===== config.mk =====
export PLATFORM = sky130hd
export DESIGN_NAME = pm_sci_ctrl
export DESIGN_NICKNAME = d
export VERILOG_FILES = /design/src/rtl/pmsci_pkg.sv /design/src/rtl/pm_cfg_regs.sv /design/src/rtl/pm_win_decode.sv /design/src/rtl/pm_free_timer.sv /design/src/rtl/pm_event_regs.sv /design/src/rtl/pm_sci_ctrl.sv
export SDC_FILE = /design/constraint.sdc
export NUM_CORES = 1
export LEC_CHECK = 0
export BUFFER_PORTS_ARGS = -buffer_cell sky130_fd_sc_hd__buf_2
export CAP_MARGIN = 10
export CORE_UTILIZATION = 30
export CTS_CLUSTER_DIAMETER = 50
export CTS_CLUSTER_SIZE = 25
export DETAILED_ROUTE_END_ITERATION = 7
export PLACE_DENSITY = 0.59
export SETUP_SLACK_MARGIN = 0.3
export SKIP_CTS_REPAIR_TIMING = 1
export SYNTH_ARGS = -nofsm -noshare
export SYNTH_HDL_FRONTEND = slang
export SYNTH_SLANG_ARGS = --single-unit
export TNS_END_PERCENT = 5

===== constraint.sdc =====
create_clock -name clk -period 3.2 [get_ports clk]
set_input_delay 0.32 -clock clk [delete_from_list [all_inputs] [get_ports clk]]
set_output_delay 0.32 -clock clk [all_outputs]
set_load 0.01 [all_outputs]

===== src/rtl/pmsci_pkg.sv =====
package pmsci_pkg;
  localparam int REG_W  = 16;
  localparam int WIN_LG = 6;

  localparam logic [WIN_LG-1:0] OFF_STS = 6'h00;
  localparam logic [WIN_LG-1:0] OFF_EN  = 6'h02;
  localparam logic [WIN_LG-1:0] OFF_CTL = 6'h04;
  localparam logic [WIN_LG-1:0] OFF_TMR = 6'h08;

  localparam int BIT_TMR = 0;
  localparam int BIT_GBL = 5;
  localparam int BIT_PWR = 8;
  localparam int BIT_RTC = 10;
  localparam logic [REG_W-1:0] SRC_MASK = 16'h0521;

  localparam logic [7:0] CMD_ON  = 8'hF1;
  localparam logic [7:0] CMD_OFF = 8'hF0;

  localparam logic [7:0] CFG_BASE_LO = 8'h40;
  localparam logic [7:0] CFG_BASE_HI = 8'h41;
  localparam logic [7:0] CFG_SMI     = 8'h5B;
  localparam logic [7:0] CFG_WIN     = 8'h80;

  // pending interrupt level
  function automatic logic sci_level(input logic [REG_W-1:0] sts,
                                     input logic [REG_W-1:0] en,
                                     input logic gpe);
    return (|(sts & en & SRC_MASK)) | gpe;
  endfunction

  // clear-on-one, with hardware sets taking priority
  function automatic logic [REG_W-1:0] w1c_next(input logic [REG_W-1:0] cur,
                                                input logic [REG_W-1:0] clr,
                                                input logic [REG_W-1:0] set);
    return ((cur & ~clr) | set) & SRC_MASK;
  endfunction
endpackage


===== src/rtl/pm_cfg_regs.sv =====
module pm_cfg_regs #(
  parameter int BASE_W = 10
) (
  input  logic              clk,
  input  logic              rst_n,
  input  logic              cfg_wr,
  input  logic [7:0]        cfg_addr,
  input  logic [7:0]        cfg_wdata,
  output logic              win_en,
  output logic [BASE_W-1:0] base_hi,
  output logic              smi_en
);
  import pmsci_pkg::*;
  localparam int LO_KEEP = BASE_W - 8;

  logic [7:0]         hi_q;
  logic [LO_KEEP-1:0] lo_q;
  logic               win_q, smi_q;

  always_ff @(posedge clk or negedge rst_n) begin
    if (!rst_n) begin
      hi_q  <= '0;
      lo_q  <= '0;
      win_q <= 1'b0;
      smi_q <= 1'b0;
    end else if (cfg_wr) begin
      case (cfg_addr)
        CFG_BASE_LO: lo_q  <= cfg_wdata[7 -: LO_KEEP];
        CFG_BASE_HI: hi_q  <= cfg_wdata;
        CFG_WIN:     win_q <= cfg_wdata[0];
        CFG_SMI:     smi_q <= cfg_wdata[1];
        default: ;
      endcase
    end
  end

  assign win_en  = win_q;
  assign base_hi = {hi_q, lo_q};
  assign smi_en  = smi_q;
endmodule


===== src/rtl/pm_win_decode.sv =====
module pm_win_decode #(
  parameter int ADDR_W = 16,
  parameter int WIN_LG = 6
) (
  input  logic                     win_en,
  input  logic [ADDR_W-WIN_LG-1:0] base_hi,
  input  logic [ADDR_W-1:0]        addr,
  output logic                     hit,
  output logic [WIN_LG-1:0]        off
);
  assign hit = win_en && (addr[ADDR_W-1:WIN_LG] == base_hi);
  assign off = addr[WIN_LG-1:0];
endmodule


===== src/rtl/pm_free_timer.sv =====
module pm_free_timer #(
  parameter int TMR_W = 24
) (
  input  logic             clk,
  input  logic             rst_n,
  output logic [TMR_W-1:0] count,
  output logic             wrap_evt
);
  logic [TMR_W-1:0] cnt_q;

  always_ff @(posedge clk or negedge rst_n) begin
    if (!rst_n) cnt_q <= '0;
    else        cnt_q <= cnt_q + 1'b1;
  end

  // top bit toggles on the coming edge
  assign wrap_evt = &cnt_q[TMR_W-2:0];
  assign count    = cnt_q;
endmodule


===== src/rtl/pm_event_regs.sv =====
module pm_event_regs
  import pmsci_pkg::*;
(
  input  logic             clk,
  input  logic             rst_n,
  input  logic             sts_wr,
  input  logic             en_wr,
  input  logic             ctl_wr,
  input  logic [REG_W-1:0] wdata,
  input  logic             apm_wr,
  input  logic [7:0]       apm_cmd,
  input  logic             tmr_evt,
  input  logic             gbl_evt,
  input  logic             pwr_evt,
  input  logic             rtc_evt,
  output logic [REG_W-1:0] sts,
  output logic [REG_W-1:0] en,
  output logic [REG_W-1:0] ctl
);
  logic [REG_W-1:0] set_vec, clr_vec, ctl_nxt;

  always_comb begin
    set_vec          = '0;
    set_vec[BIT_TMR] = tmr_evt;
    set_vec[BIT_GBL] = gbl_evt;
    set_vec[BIT_PWR] = pwr_evt;
    set_vec[BIT_RTC] = rtc_evt;
    clr_vec          = sts_wr ? wdata : '0;
  end

  always_comb begin
    ctl_nxt = ctl_wr ? wdata : ctl;
    if (apm_wr && apm_cmd == CMD_ON)  ctl_nxt[0] = 1'b1;
    if (apm_wr && apm_cmd == CMD_OFF) ctl_nxt[0] = 1'b0;
  end

  always_ff @(posedge clk or negedge rst_n) begin
    if (!rst_n) begin
      sts <= '0;
      en  <= '0;
      ctl <= '0;
    end else begin
      sts <= w1c_next(sts, clr_vec, set_vec);
      if (en_wr) en <= wdata;
      ctl <= ctl_nxt;
    end
  end
endmodule


===== src/rtl/pm_sci_ctrl.sv =====
module pm_sci_ctrl
  import pmsci_pkg::*;
#(
  parameter int DATA_W = 32,
  parameter int TMR_W  = 24,
  parameter int ADDR_W = 16
) (
  input  logic              clk,
  input  logic              rst_n,
  input  logic              cfg_wr,
  input  logic [7:0]        cfg_addr,
  input  logic [7:0]        cfg_wdata,
  input  logic              io_wr,
  input  logic [ADDR_W-1:0] io_addr,
  input  logic [REG_W-1:0]  io_wdata,
  output logic [DATA_W-1:0] io_rdata,
  input  logic              apm_wr,
  input  logic [7:0]        apm_cmd,
  input  logic              pwrbtn_evt,
  input  logic              gbl_evt,
  input  logic              rtc_evt,
  input  logic              gpe_in,
  output logic              sci_out,
  output logic              smi_out
);
  localparam int BASE_W = ADDR_W - WIN_LG;

  logic              win_en, smi_en, io_hit, tmr_wrap;
  logic [BASE_W-1:0] base_hi;
  logic [WIN_LG-1:0] io_off;
  logic [TMR_W-1:0]  tmr_cnt;
  logic [REG_W-1:0]  sts_q, en_q, ctl_q;
  logic              sts_wr, en_wr, ctl_wr, smi_q;

  pm_cfg_regs #(.BASE_W(BASE_W)) u_cfg (
    .clk(clk), .rst_n(rst_n), .cfg_wr(cfg_wr), .cfg_addr(cfg_addr),
    .cfg_wdata(cfg_wdata), .win_en(win_en), .base_hi(base_hi), .smi_en(smi_en)
  );

  pm_win_decode #(.ADDR_W(ADDR_W), .WIN_LG(WIN_LG)) u_dec (
    .win_en(win_en), .base_hi(base_hi), .addr(io_addr), .hit(io_hit), .off(io_off)
  );

  pm_free_timer #(.TMR_W(TMR_W)) u_tmr (
    .clk(clk), .rst_n(rst_n), .count(tmr_cnt), .wrap_evt(tmr_wrap)
  );

  assign sts_wr = io_wr && io_hit && (io_off == OFF_STS);
  assign en_wr  = io_wr && io_hit && (io_off == OFF_EN);
  assign ctl_wr = io_wr && io_hit && (io_off == OFF_CTL);

  pm_event_regs u_regs (
    .clk(clk), .rst_n(rst_n), .sts_wr(sts_wr), .en_wr(en_wr), .ctl_wr(ctl_wr),
    .wdata(io_wdata), .apm_wr(apm_wr), .apm_cmd(apm_cmd), .tmr_evt(tmr_wrap),
    .gbl_evt(gbl_evt), .pwr_evt(pwrbtn_evt), .rtc_evt(rtc_evt),
    .sts(sts_q), .en(en_q), .ctl(ctl_q)
  );

  always_comb begin
    io_rdata = '0;
    if (io_hit) begin
      case (io_off)
        OFF_STS: io_rdata[REG_W-1:0] = sts_q;
        OFF_EN:  io_rdata[REG_W-1:0] = en_q;
        OFF_CTL: io_rdata[REG_W-1:0] = ctl_q;
        OFF_TMR: io_rdata[TMR_W-1:0] = tmr_cnt;
        default: io_rdata = '0;
      endcase
    end
  end

  always_ff @(posedge clk or negedge rst_n) begin
    if (!rst_n) smi_q <= 1'b0;
    else        smi_q <= apm_wr && smi_en;
  end

  assign smi_out = smi_q;
  assign sci_out = sci_level(sts_q, en_q, gpe_in);
endmodule


==> results of run 1 <==
## power by group through the flow
stage / Sequential (mW) / Combinational [mW] / Clock [mW]
3_3_place_gp: 0.954 / 0.119 / 0
2_1_floorplan: 0.953 / 0.0517 / 0
6_report: 0.938 / 0.119 / 1.09
3_5_place_dp: 0.954 / 0.122 / 0
4_1_cts: 0.938 / 0.122 / 1.12
5_1_grt: 0.938 / 0.135 / 1.17
## metal layers
layer	global-route usage, %	vias up	share of wire [%]
met5	0	-	0
met4	3.29	0	0.52
met3	4.54	4	7.8
met2	22.9	100	47
met1	19.4	1321	45
li1	-	1278	-
## worst paths after layout
path	start	end	slack, ps	cells after the start
worst max-delay path	u_cfg.hi_q[5]$_DFFE_PN0P_	io_rdata[0]	530	7
worst min-delay path	rst_n	u_cfg.hi_q[3]$_DFFE_PN0P_	210	2
worst max register to register	u_cfg.hi_q[5]$_DFFE_PN0P_	u_regs.ctl[0]$_DFFE_PN0P_	990	6
worst min register to register	u_tmr.count[23]$_DFF_PN0_	u_tmr.count[23]$_DFF_PN0_	470	1
max in group asynchronous	rst_n	u_tmr.count[16]$_DFF_PN0_	2400	2
min in group clk	io_wdata[5]	u_regs.sts[5]$_DFF_PN0_	210	2
## stage by stage
step | hold slack, ps | utilization, % | total power [mW] | worst slack (ps) | std cells
final | 206 | 39.2 | 2.15 | 534 | 544
after global routing | 197 | 39.2 | 2.24 | 377 | 544
after detailed placement | 466 | 36.4 | 1.08 | 772 | 528
after floorplan | 24.4 | - | 1.00 | 1180 | 306
after CTS | 192 | 39.2 | 2.18 | 514 | 544
after global placement | 464 | 36.4 | 1.07 | 754 | 528
## synth_stat cells, types with 2 or more instances
cell / number / area [sq um]
and3_1: 8 / 50.1
nor4_4: 2 / 42.5
nand3_1: 14 / 70.1
a31oi_1: 3 / 18.8
xor2_1: 4 / 35.0
clkbuf_1: 4 / 15.0
a22oi_1: 8 / 60.1
nor4b_1: 2 / 17.5
nor2_1: 20 / 75.1
and4_1: 3 / 26.3
mux2_2: 35 / 394
nor3_1: 3 / 15.0
buf_2: 2 / 10.0
nand2_1: 12 / 45.0
nor4b_4: 2 / 47.6
mux2_4: 10 / 150
a222oi_1: 13 / 130
inv_1: 5 / 18.8
and2_1: 9 / 56.3
a21oi_1: 5 / 25.0
nand4_1: 7 / 43.8
dfrtp_1: 73 / 1830
xnor2_1: 28 / 245
nor4_1: 2 / 12.5
buf_4: 9 / 67.6
## cells by family (layout without fill, tap and decap cells)
logic type / after synthesis / after routing
other: 1 / 8
AOI/OAI and AO/OA: 31 / 31
adders and majority gates: 2 / 2
DFF: 73 / 73
buffers and inverters: 21 / 116
muxes: 45 / 45
and+or+nand+nor: 94 / 94
xor gates and xnor gates: 32 / 32
## layout make-up
class,count,area [sq um],share of cell area (%)
Tap cell,143,179,3.93
Inverter,5,18.8,0.412
Clock buffer,10,239,5.24
Timing Repair Buffer,95,488,10.7
Clock inverter,6,90.1,1.98
Sequential cell,73,1830,40.1
Multi-Input combinational cell,212,1720,37.6
## sequential cells by signal, summed over array words and instances, names as in the netlist
register      cells
u_tmr.count      24
u_cfg.smi_en      1
u_cfg.win_en      1
u_cfg.lo_q        2
u_regs.sts        4
u_cfg.hi_q        8
smi_out           1
u_regs.ctl       16
u_regs.en        16
## critical path: stages (launching register included)
cell and delay [ps]:
dfrtp_1 380, xnor2_1 190, nand4_2 250, nor2_1 200
nand3_1 300, buf_4 310, a21oi_1 200, buf_2 170
==> results_dict.tcl, run 1 <==
set metrics [dict create \
    die_h_um 112 \
    power.leakage_nw 2.23 \
    ios 99 \
    run_status "finished with violations" \
    clkPwrFrac_pct 50.9 \
    clock_latency_ps 330 \
    peakVddDrop_mv 0.236 \
    netlist_instances 299 \
    core.rowCount 39 \
    ys_seq_area_share_pct 50.2 \
    areaGrowthSynthToFinish_pct 25.2 \
    root_buffer "clkbuf_16" \
    drt-total-wl_mm 8.48 \
    synth.distinct_cells 41 \
    synth_fa_ha_area_share_pct 0.619 \
    period_minus_slack_ps 2670 \
    layout.nets 462 \
    synth.mux.area_fraction_pct 15.0 \
    yosys.area_share.simple_pct 16.2 \
    grtUsageTotal_pct 14.5 \
    final_cell_area_sq_um 4560 \
    route.detailed.drc 5 \
    dr.pass1.iters 7 \
    cts_made_buffers 9 \
    clk_pin_slew_ps 60 \
    finalSetupTns_ps 0 \
    synth_compound_area_share_pct 6.81 \
    worstMarginPinSlew_ps 921 \
    crit_path_max_fanout 10 \
    antenna_found_initial 0 \
    synth_edf_count 0 \
    cts.sinks 73 \
    place_congestion 0.769 \
    coreArea_sq_um 11600 \
    drive_above_1_share_pct 41.1 \
    synth_top_family_by_area "simple AND/OR/NAND/NOR gates" \
    ys.warnings.count 0 \
    endpoint_kind "output port" \
    avgSynthCellArea_sq_um 12.2 \
    port_buffers 90 \
    synth_async_sr_flop_share_pct 100 \
    clock.fmax_ghz 0.375 \
    grt-ovfl-total 0 \
    diodes 0 \
    ys.flop_type "dfrtp_1" \
    seq_power_share_pct 43.6 \
    post_drt_wl_per_cell_um 15.6 \
    hold_violations 0 \
    synth_xor_xnor_area_share_pct 7.70 \
    drv_slew 0 \
    clock_path_buffers 2 \
    comb_power_share_pct 5.5 \
    period_share_pct 83.3 \
    layout_commonest_cell "buf_2" \
    path_class "register to output port" \
    p_int_mw 1.69 \
    hold_path.class "primary input to async pin" \
    skew_ps 6.81 \
    final_cell_mix "buf_2 (90), dfrtp_1 (73), mux2_2 (35), xnor2_1 (28), nor2_1 (20)" \
    n_fill_cell 1115 \
    viasPerCell 4.97 \
    num_vias 2703 \
    cp.required_ps 2880 \
    ys_ff_latch 73 \
    dp_hpwl_mm 6.20 \
    tritoncts "done" \
    grt_start_max_net_pins 74 \
    setup_violations 0 \
    place_area_sq_um 4230 \
    cts_max_level 3 \
    maxSlewHeadroom_pct 38.6 \
    grt_pass1_wl_mm 14.1 \
    grt_setup_unrepaired "false" \
    die_area_sq_um 12600 \
    startpoint_type "register" \
    arrival_ps 2350 \
    syn-cell-area_sq_um 3640 \
    max_cap_viol_count 0 \
    violations "DRC" \
    start_util_pct 31.3 \
    power_per_cell_area_nw_per_um2 472 \
    netSwitchingFraction_pct 21.4 \
    grt_pass1_vias 2830 \
    antenna_left 0 \
    p_switching_uw 460 \
    first_iter_violations 137 \
    die_w_um 112 \
]
Note: power is estimated with default switching activity, not from simulation.
==> run 2, diff against run 1 <==
- PLACE_DENSITY: 0.59 -> 0.6
- clock period: 3.2 -> 2.2 ns (I/O delays scaled with it)
==> run 2 against run 1 <==
Against the previous run:
- the flow still finishes with violations (DRC)
- critical path depth stayed put
- utilization is 2.8 points higher
- clock power is 17% higher
- setup slack worse by 480 ps
- clock skew hardly changed
- global-route usage hardly changed
- sequential power is 46% higher
- count of clock-buffer cells in the layout is 2 higher
==> results_dict.tcl, run 2 (synthesis gave the netlist of run 1 again) <==
set metrics [dict create \
    clk_pin_slew_ps 60 \
    busiest_layer "met2" \
    hold_violations 0 \
    cts.sinks 73 \
    port_buffers 90 \
    final_cell_mix "buf_2 (81), dfrtp_1 (73), mux2_4 (27), xnor2_1 (18), mux2_2 (18)" \
    grt_pass1_wl_mm 14.1 \
    post_drt_wl_per_cell_um 16.0 \
    clock_path_buffers 2 \
    diodes 0 \
    ios 99 \
    hold_path.class "primary input to register" \
    r2r_end "u_regs.en[1]$_DFFE_PN0P_" \
    gr-usage-met2_pct 22.3 \
    grt_setup_unrepaired "true" \
    die_w_um 112 \
    layout_commonest_cell "buf_2" \
    power.leakage_nw 2.36 \
    startpoint_type "register" \
    antenna_found_initial 0 \
    max_cap_viol_count 0 \
    path_class "register to output port" \
    tritoncts "done" \
    first_iter_violations 191 \
    grt-ovfl-total 0 \
    place_area_sq_um 4310 \
    period_share_pct 97.7 \
    peakVddDrop_mv 0.332 \
    grt_pass1_vias 2777 \
    cts_made_buffers 9 \
    start_util_pct 31.3 \
    r2r-start "u_cfg.lo_q[1]$_DFFE_PN0P_" \
    dr.pass1.iters 8 \
    grtUsageTotal_pct 14.5 \
    route.detailed.drc 2 \
    endpoint_kind "output port" \
    areaGrowthSynthToFinish_pct 34.1 \
    reg2regPathDepth 6 \
    drt-total-wl_mm 8.90 \
    viasPerCell 4.95 \
    arrival_ps 1930 \
    setup_violations 0 \
    crit_path_max_fanout 8 \
    largest_register_ffs 24 \
    cp-endpoint "io_rdata[17]" \
    grt_util_met1_pct 19.2 \
    coreArea_sq_um 11600 \
    grt_start_max_net_pins 48 \
    clock.fmax_ghz 0.465 \
    dp_hpwl_mm 6.57 \
    maxSlewHeadroom_pct 55.8 \
    critPathLaunch "u_cfg.lo_q[1]$_DFFE_PN0P_" \
    grt_use_met3_pct 5.24 \
    num_vias 2748 \
    core.rowCount 39 \
    layout.nets 473 \
    r2r_setup_slack_ps 240 \
    die_h_um 112 \
    final_cell_area_sq_um 4880 \
    drv_slew 0 \
    antenna_left 0 \
    clock_latency_ps 330 \
    period_minus_slack_ps 2150 \
    power_per_cell_area_nw_per_um2 586 \
    violations "DRC" \
    hold_slack_ps 94.4 \
    place_congestion 0.761 \
    die_area_sq_um 12600 \
    cp.required_ps 1980 \
    cts_max_level 3 \
    drive_above_1_share_pct 48.3 \
    run_status "finished with violations" \
    worstMarginPinSlew_ps 663 \
    skew_ps 7.29 \
    root_buffer "clkbuf_16" \
]
==> run 2: area by class of cell <==
type / instances / area, sq um
fill: 1147 / 6730
multi-input combinational: 212 / 1920
inverter: 5 / 18.8
clock buffer: 12 / 236
sequential: 73 / 1830
timing repair buffer: 106 / 674
tap: 143 / 179
clock inverter: 4 / 20.0
==> run 2: critical path, stage by stage, from the launching register on <==
cell and delay, ps:
dfrtp_1 410, xnor2_2 170, and3_4 240, nand2_4 60
nor4_4 290, buf_6 180, and2_4 150, buf_6 90
==> run 2: worst min-delay path by stage <==
stage | start | end | slack (ps) | cells past startpoint
floorplan | rst_n | smi_out$_DFF_PN0_ | -80 | 0
global placement | rst_n | u_cfg.lo_q[1]$_DFFE_PN0P_ | 280 | 1
detailed placement | rst_n | u_cfg.hi_q[0]$_DFFE_PN0P_ | 290 | 1
CTS | rst_n | u_cfg.lo_q[1]$_DFFE_PN0P_ | -80 | 1
global route | io_wdata[8] | u_regs.sts[8]$_DFF_PN0_ | 120 | 2
finish | io_wdata[5] | u_regs.sts[5]$_DFF_PN0_ | 90 | 2
==> run 2: power by group <==
| part | internal (mW) | switching, mW |
|---|---|---|
| clock network | 0.755 | 0.525 |
| logic | 0.103 | 0.108 |
| registers | 1.36 | 0.0111 |
| total | 2.21 | 0.644 |
==> run 2: routing by layer <==
metal,vias up,routed length [um]
li1,1301,-
met1,1344,4020
met4,0,49
met3,6,690
met2,97,4150
met5,-,0
==> run 2: metrics by stage <==
step	instances	worst slack [ps]	setup TNS [ps]	total power, mW	util [%]
final	555	49.8	0	2.86	42.0
after floorplan	306	328	0	1.46	-
after global routing	555	-34.3	-250	2.98	42.0
after CTS	551	-90.2	-320	2.88	39.3
after detailed placement	535	80.7	0	1.57	37.1
after global placement	535	166	0	1.57	37.1
